==> src/rtl/ctx_swap_pkg.sv <==
package ctx_swap_pkg;
  typedef enum logic [1:0] {
    OP_HOLD  = 2'd0,
    OP_SHIFT = 2'd1,
    OP_SWAP  = 2'd2
  } dom_op_e;
endpackage

==> src/rtl/ctx_swap_domain.sv <==
module ctx_swap_domain
  import ctx_swap_pkg::*;
#(
  parameter int WORDS  = 4,
  parameter int WORD_W = 2,
  localparam int BITS  = WORDS * WORD_W
) (
  input  logic              clk_i,
  input  logic              rst_ni,
  input  dom_op_e           op_i,
  input  logic [WORD_W-1:0] scan_i,
  output logic [WORD_W-1:0] scan_o,
  output logic [BITS-1:0]   cfg_o,
  output logic [BITS-1:0]   shadow_o
);
  logic [BITS-1:0] shadow_q, active_q, shadow_sh;

  // new word enters at the top, word 0 leaves
  generate
    if (WORDS == 1) begin : g_single
      assign shadow_sh = scan_i;
    end else begin : g_multi
      assign shadow_sh = {scan_i, shadow_q[BITS-1:WORD_W]};
    end
  endgenerate

  always_ff @(posedge clk_i or negedge rst_ni) begin
    if (!rst_ni) begin
      shadow_q <= '0;
      active_q <= '0;
    end else begin
      case (op_i)
        OP_SHIFT: shadow_q <= shadow_sh;
        OP_SWAP: begin
          shadow_q <= active_q;
          active_q <= shadow_q;
        end
        default: ;
      endcase
    end
  end

  assign scan_o   = shadow_q[WORD_W-1:0];
  assign cfg_o    = active_q;
  assign shadow_o = shadow_q;
endmodule

==> src/rtl/ctx_swap_cnt.sv <==
module ctx_swap_cnt #(
  parameter int LEN_W = 8
) (
  input  logic             clk_i,
  input  logic             rst_ni,
  input  logic             load_i,
  input  logic [LEN_W-1:0] len_i,
  input  logic             dec_i,
  output logic             busy_o
);
  logic [LEN_W-1:0] cnt_q;

  always_ff @(posedge clk_i or negedge rst_ni) begin
    if (!rst_ni)                   cnt_q <= '0;
    else if (load_i)               cnt_q <= len_i;
    else if (dec_i && cnt_q != '0) cnt_q <= cnt_q - 1'b1;
  end

  assign busy_o = (cnt_q != '0);
endmodule

==> src/rtl/ctx_swap_store.sv <==
module ctx_swap_store
  import ctx_swap_pkg::*;
#(
  parameter int NUM_DOM   = 2,
  parameter int DOM_WORDS = 4,
  parameter int WORD_W    = 2,
  parameter int LEN_W     = 8
) (
  input  logic                                clk_i,
  input  logic                                rst_ni,
  input  logic [NUM_DOM-1:0]                  shift_en_i,
  input  logic [NUM_DOM*WORD_W-1:0]           scan_in_i,
  output logic [NUM_DOM*WORD_W-1:0]           scan_out_o,
  input  logic                                swap_i,
  input  logic                                start_i,
  input  logic [LEN_W-1:0]                    len_i,
  output logic                                busy_o,
  output logic                                done_o,
  output logic [NUM_DOM*DOM_WORDS*WORD_W-1:0] cfg_o
);
  localparam int DOM_BITS = DOM_WORDS * WORD_W;
  localparam int CFG_W    = NUM_DOM * DOM_BITS;

  logic [CFG_W-1:0]   shadow_all;
  logic [NUM_DOM-1:0] dom_busy;
  logic               busy_d1_q;

  for (genvar d = 0; d < NUM_DOM; d++) begin : g_dom
    dom_op_e op;
    logic    do_shift;

    // swap wins over shift
    assign do_shift = shift_en_i[d] && !swap_i;
    assign op = swap_i ? OP_SWAP : (do_shift ? OP_SHIFT : OP_HOLD);

    ctx_swap_domain #(
      .WORDS (DOM_WORDS),
      .WORD_W(WORD_W)
    ) i_dom (
      .clk_i   (clk_i),
      .rst_ni  (rst_ni),
      .op_i    (op),
      .scan_i  (scan_in_i[d*WORD_W +: WORD_W]),
      .scan_o  (scan_out_o[d*WORD_W +: WORD_W]),
      .cfg_o   (cfg_o[d*DOM_BITS +: DOM_BITS]),
      .shadow_o(shadow_all[d*DOM_BITS +: DOM_BITS])
    );

    ctx_swap_cnt #(
      .LEN_W(LEN_W)
    ) i_cnt (
      .clk_i (clk_i),
      .rst_ni(rst_ni),
      .load_i(start_i),
      .len_i (len_i),
      .dec_i (do_shift),
      .busy_o(dom_busy[d])
    );
  end

  assign busy_o = |dom_busy;

  always_ff @(posedge clk_i or negedge rst_ni) begin
    if (!rst_ni) busy_d1_q <= 1'b0;
    else         busy_d1_q <= busy_o;
  end

  assign done_o = busy_d1_q && !busy_o;
endmodule

==> config.mk <==
export PLATFORM = sky130hd
export DESIGN_NAME = ctx_swap_store
export DESIGN_NICKNAME = d
export VERILOG_FILES = /design/src/rtl/ctx_swap_pkg.sv /design/src/rtl/ctx_swap_domain.sv /design/src/rtl/ctx_swap_cnt.sv /design/src/rtl/ctx_swap_store.sv
export SDC_FILE = /design/constraint.sdc
export NUM_CORES = 1
export LEC_CHECK = 0
export BUFFER_PORTS_ARGS = -buffer_cell sky130_fd_sc_hd__buf_2
export CORE_MARGIN = 1
export CORE_UTILIZATION = 25
export DETAILED_ROUTE_END_ITERATION = 16
export SYNTH_ARGS = -nofsm -noshare
export SYNTH_HDL_FRONTEND = slang
export SYNTH_SLANG_ARGS = --single-unit
==> constraint.sdc <==
create_clock -name clk_i -period 2.72 [get_ports clk_i]
set_input_delay 0.544 -clock clk_i [delete_from_list [all_inputs] [get_ports clk_i]]
set_output_delay 0.544 -clock clk_i [all_outputs]
set_load 0.01 [all_outputs]
; After elaboration in Yosys (flattened, before gate mapping)
; Index checks and enable logic that the tools add are counted.
[totals]
register_bits = 49
latch_bits = 0
ram_bits = 0
romBits = 0
out_inout_bits = 22
n_memories = 0
[op_classes]
addsub = 2
multipliers = 0
div = 0
order_cmp = 0
n_eq_ne = 4
shift = 0
muxes = 10
bitwise = 0
reduce_logical = 14
[op_table]
columns = op, count
row1 = $mux 8, 4
row2 = $pmux 8 s2, 2
row3 = $reduce_bool 8->1, 2
row4 = $sub 8x1->8 const B, 2
row5 = $reduce_bool 2->1, 4
row6 = $logic_and 1x1->1, 5
row7 = $eq 2x1->1 const B, 2
row8 = $eq 2x2->1 const B, 2
row9 = $mux 2, 2
row10 = $logic_not 1->1, 2
row11 = $mux 1, 2
row12 = $reduce_or 2->1, 1

; Longest topological paths before layout
[depth]
ltp_word = 6
mapped_depth = 6
depth_no_buf = 5

; Cells and area by module
; From an unflattened synthesis, not the netlist that was laid out.
[unflattened]
cells_unflattened = 245
hier_area_um2 = 2681.3
[by_module_without_submodules]
columns = mod, instances, cells_each, area_per_inst_um2
row1 = ctx_swap_domain, 2, 56, 748.2
row2 = ctx_swap_cnt, 2, 64, 566.8
row3 = ctx_swap_store, 1, 5, 51.3

; Least setup slack after synthesis
; No wires, ideal clock.
[synth_timing]
path_type = reg-to-output
startpoint = register g_dom[1].i_cnt.cnt_q[0]
endpoint = output port done_o
t_arrival_ns = 1.642
slack_ns = 0.534
path_stages_with_launch = 7
path_cell_list = dfrtp_1 -> inv_1 -> ha_1 -> or4b_1 -> buf_2 -> nor2_1 -> and3_1
[synth_via]
elab_chain_cells = 4
[synth_rtl]
columns = element, line_no
row1 = from (decl), ctx_swap_cnt.sv:11  ; logic [LEN_W-1:0] cnt_q;
row2 = from (signal assigned), ctx_swap_cnt.sv:15  ; else if (load_i) cnt_q <= len_i;
row3 = from (signal assigned), ctx_swap_cnt.sv:16  ; else if (dec_i && cnt_q != '0) cnt_q <= cnt_q - 1'b1;
row4 = $reduce_bool 8->1, ctx_swap_cnt.sv:19  ; assign busy_o = (cnt_q != '0);
row5 = $reduce_or 2->1, ctx_swap_store.sv:61  ; assign busy_o = |dom_busy;
row6 = $logic_not 1->1, ctx_swap_store.sv:68  ; assign done_o = busy_d1_q && !busy_o;
row7 = $logic_and 1x1->1, ctx_swap_store.sv:68
row8 = to (decl), ctx_swap_store.sv:18  ; output logic done_o,
; Every way passes these cells.

; Final worst setup path
; Ends and elaborated chain as after synthesis.

==> impl_results.md <==
* Clock Tree Buf Depth at 2
* Max Cap Viol at 0
* Die Y-Extent at 101 µm
* Crit path time final at 2.57 ns
* Area after DPL at 2750 µm²
* Largest net degree at the start of global routing at 51
* Via count of the first global-routing pass at 1,819
* Largest family of logic cells by synthesized area: simple AND/OR/NAND/NOR gates
* Count leader, synth: dfrtp_1
* Largest cells by area after synthesis: dfrtp_1 (50%), mux2_2 (7.3%), mux2i_1 (6.5%), o21ai_0 (3.3%), nand2_1 (3.2%)
* Cell taking the most area after synthesis: dfrtp_1
* Sum of negative setup slack at 0 ns
* Die W at 101 µm
* Post-Synth Simple-Gate Area at roughly 16%
* Grt ovf at 0
* Hpwl dp at 3810 µm
* Part of the cycle the worst path needs at 94.5%
* Worst-case reg-to-reg path depth at 6
* Adder-cell share of the synthesized area at 1.02%
* Final setup skew at 0.00905 ns
* Worst skew pair latency at about 0.3 ns
* Area Growth Syn to Fin at 16.2%
* Worst r2r dst: g_dom[1].i_cnt.cnt_q[0]$_DFFE_PN0P_
* Max VDD drop at 0.000227 V
* Ant diodes at 0
* Post-CTS setup buffers at 0
* Final WL at 5360 µm
* Met3 Track Usage GR at 3.05%
* TritonCTS clock tree: done
* Yosys reg bits at 49
* CTS sink cnt at roughly 50
* Post-route insts no fill at 390
* Final hold violations at 0
* GR Util met2 at 17.9%
* Post-route ant nets at 0
* Row Count at 35
* Critical path endpoint category: output pin
* Net count, final at 281
* Vias per cell at 4.89
* Placed Instances at 383
* GRT Util Overall at between 10 and 15%
* Clock slew at reported path FFs at roughly 0.1 ns
* EDFF count, synth at 0
* I/O pin count at 40
* Drt pass-1 iters at 4
* Critical Path Start Type: flip-flop
* Starting Density at 26.2%
* Data required, critical path at between 2 and 2.5 ns
* Unique cell type count in the Yosys netlist at 45
* DRC at 0
* Final setup violation count at 0
* R2R Setup Slk at 0.66 ns
* Root Buffer: clkbuf_8
* Crit Path Class: flip-flop to output pin
* Syn avg cell area at 10.7 µm²
* RR Startpoint: g_dom[1].i_cnt.cnt_q[0]$_DFFE_PN0P_
* Status: completed
* Design Area, Final at 2850 µm²
* Worst slack, placed at 0.397 ns
* Worst hold path type: input pin to async pin
* Slew Limit Headroom at around half
* Seq/Total Area, Yosys at 50.0%
* Core footprint at 9370 µm²
* Cells after Synth at 229
* Gp weighted congestion at 0.760
* RSZ-0062 raised after global routing: no
* DR WL/cell at 13.7 µm
* Count of final max-slew check failures at 0
* First-pass GRT wire length at 9160 µm
* Post-synthesis mux area share at 13.9%
* Post-synthesis compound-gate area fraction at approximately 15%
* Gr busiest metal: met2
* Layout cells sized above 1 at 26.8%
* Initial antenna violation count at 0
* Power Total at 0.00183 W
* Max H-tree Level at 2
* GR Util met1 at 15.3%
* Top-area cell type share of the netlist area at 50.0%
* FFs w/ async S/R, synth at 100%
* Data arrival, critical path at ~2 ns
* Die area at 10,200 µm²
* Achievable Freq at 389 MHz
* Worst Path Max Fanout at 5
* Num CTS Buffers at 5
* Via count at 1,906
* Setup ws final at 0.148 ns
* Worst slew pin tran at just over 0.7 ns
* Commonest cells post-synth: dfrtp_1 (49), nand2_1 (21), mux2_2 (16), mux2i_1 (16), o21ai_0 (16)
* Yosys warnings at 0
* Initial DRC count at 79
* Pwr Density at between 600 and 700 nW/µm²
* Most used DFF post-synth: dfrtp_1
* Fillers at 1,004
* Mapped Nets at 249
* Netlist Area Pre-Place at 2450 µm²
* Leakage at 1.25 nW
* PostCTS Resize Cnt at 0
* Hold_buf cts at 0
* Synth Area in XOR/XNOR at 0%
* # port buffers at 39
## layout make-up
cell class | count | area, µm² | area share, %
multi-input cells | 156 | 1130 | 39.6
clock buffers | 6 | 82.6 | 2.90
flip-flops and latches | 49 | 1230 | 43.0
repair buffers | 42 | 218 | 7.64
clock inverters | 1 | 7.51 | 0.263
inverters | 7 | 26.3 | 0.922
well taps | 129 | 161 | 5.66
## worst max path at each step
stage / from / to / slack, ns / cells past startpoint
detailed placement: g_dom[1].i_cnt.cnt_q[0]$_DFFE_PN0P_ / done_o / 0.40 / 6
finish: g_dom[1].i_cnt.cnt_q[0]$_DFFE_PN0P_ / done_o / 0.15 / 6
floorplan: g_dom[1].i_cnt.cnt_q[0]$_DFFE_PN0P_ / done_o / 0.53 / 6
global route: g_dom[1].i_cnt.cnt_q[0]$_DFFE_PN0P_ / done_o / 0.01 / 6
CTS: g_dom[1].i_cnt.cnt_q[0]$_DFFE_PN0P_ / done_o / 0.03 / 6
global placement: g_dom[1].i_cnt.cnt_q[0]$_DFFE_PN0P_ / done_o / 0.42 / 6
## flip-flops by register name, indices dropped and copies added, names as in the netlist
signal,count
busy_d1_q,1
g_dom.i_cnt.cnt_q,16
g_dom.i_dom.cfg_o,16
g_dom.i_dom.shadow_o,16
## placed cells by master (no fill, tap or decap), types with 2 or more instances in the layout
| master | instances |
|---|---|
| o31a_1 | 2 |
| o2111ai_1 | 3 |
| mux2_2 | 16 |
| o31ai_1 | 5 |
| nand2_1 | 21 |
| o211ai_1 | 4 |
| nor4_1 | 2 |
| mux2i_1 | 16 |
| buf_2 | 39 |
| nand3_1 | 5 |
| a2111o_1 | 2 |
| nand2b_1 | 4 |
| clkbuf_8 | 6 |
| nand4_1 | 4 |
| buf_4 | 3 |
| nor4b_1 | 2 |
| o21ai_0 | 16 |
| or3_1 | 3 |
| or4b_1 | 4 |
| o41ai_1 | 2 |
| a21oi_1 | 6 |
| nor3_1 | 3 |
| inv_1 | 6 |
| a31oi_1 | 4 |
| nand3b_1 | 2 |
| dfrtp_1 | 49 |
| nor2_1 | 10 |
| nor2b_1 | 2 |
## critical path: stages, from the launching register on
cell,delay (ns)
dfrtp_1,0.43
inv_1,0.11
ha_1,0.23
or4b_1,0.53
nor2_4,0.15
and3_1,0.16
buf_2,0.12
## metal layers
| metal | part of all wire, % | vias up |
|---|---|---|
| li1 | - | 909 |
| met1 | 47 | 941 |
| met2 | 45 | 49 |
| met3 | 6.0 | 7 |
| met4 | 1.4 | 0 |
| met5 | 0 | - |
## metrics by stage
| stage | hold WS (ns) | util (%) |
|---|---|---|
| 2_1_floorplan | 0.248 | - |
| 3_3_place_gp | 0.479 | 29.3 |
| 3_5_place_dp | 0.493 | 29.3 |
| 4_1_cts | 0.355 | 30.3 |
| 6_report | 0.319 | 30.4 |
| 5_1_grt | 0.390 | 30.4 |
## power by group
| group | internal, W | total, W | switching (W) |
|---|---|---|---|
| logic | 0.000193 | 0.000394 | 0.000202 |
| registers | 0.000868 | 0.000989 | 0.000121 |
| clock network | 0.000202 | 0.000451 | 0.000249 |
| total | 0.00126 | 0.00183 | 0.000571 |
## cells by family (layout without fill, tap and decap cells)
family,count (synthesis),count (layout)
AND/OR/NAND/NOR,70,70
flip-flops,49,49
buffers and inverters,24,56
adder cells (fa/ha/maj),2,2
multiplexers,32,32
AO/OA/AOI/OAI,52,52
(Power assumes the default switching activity.)
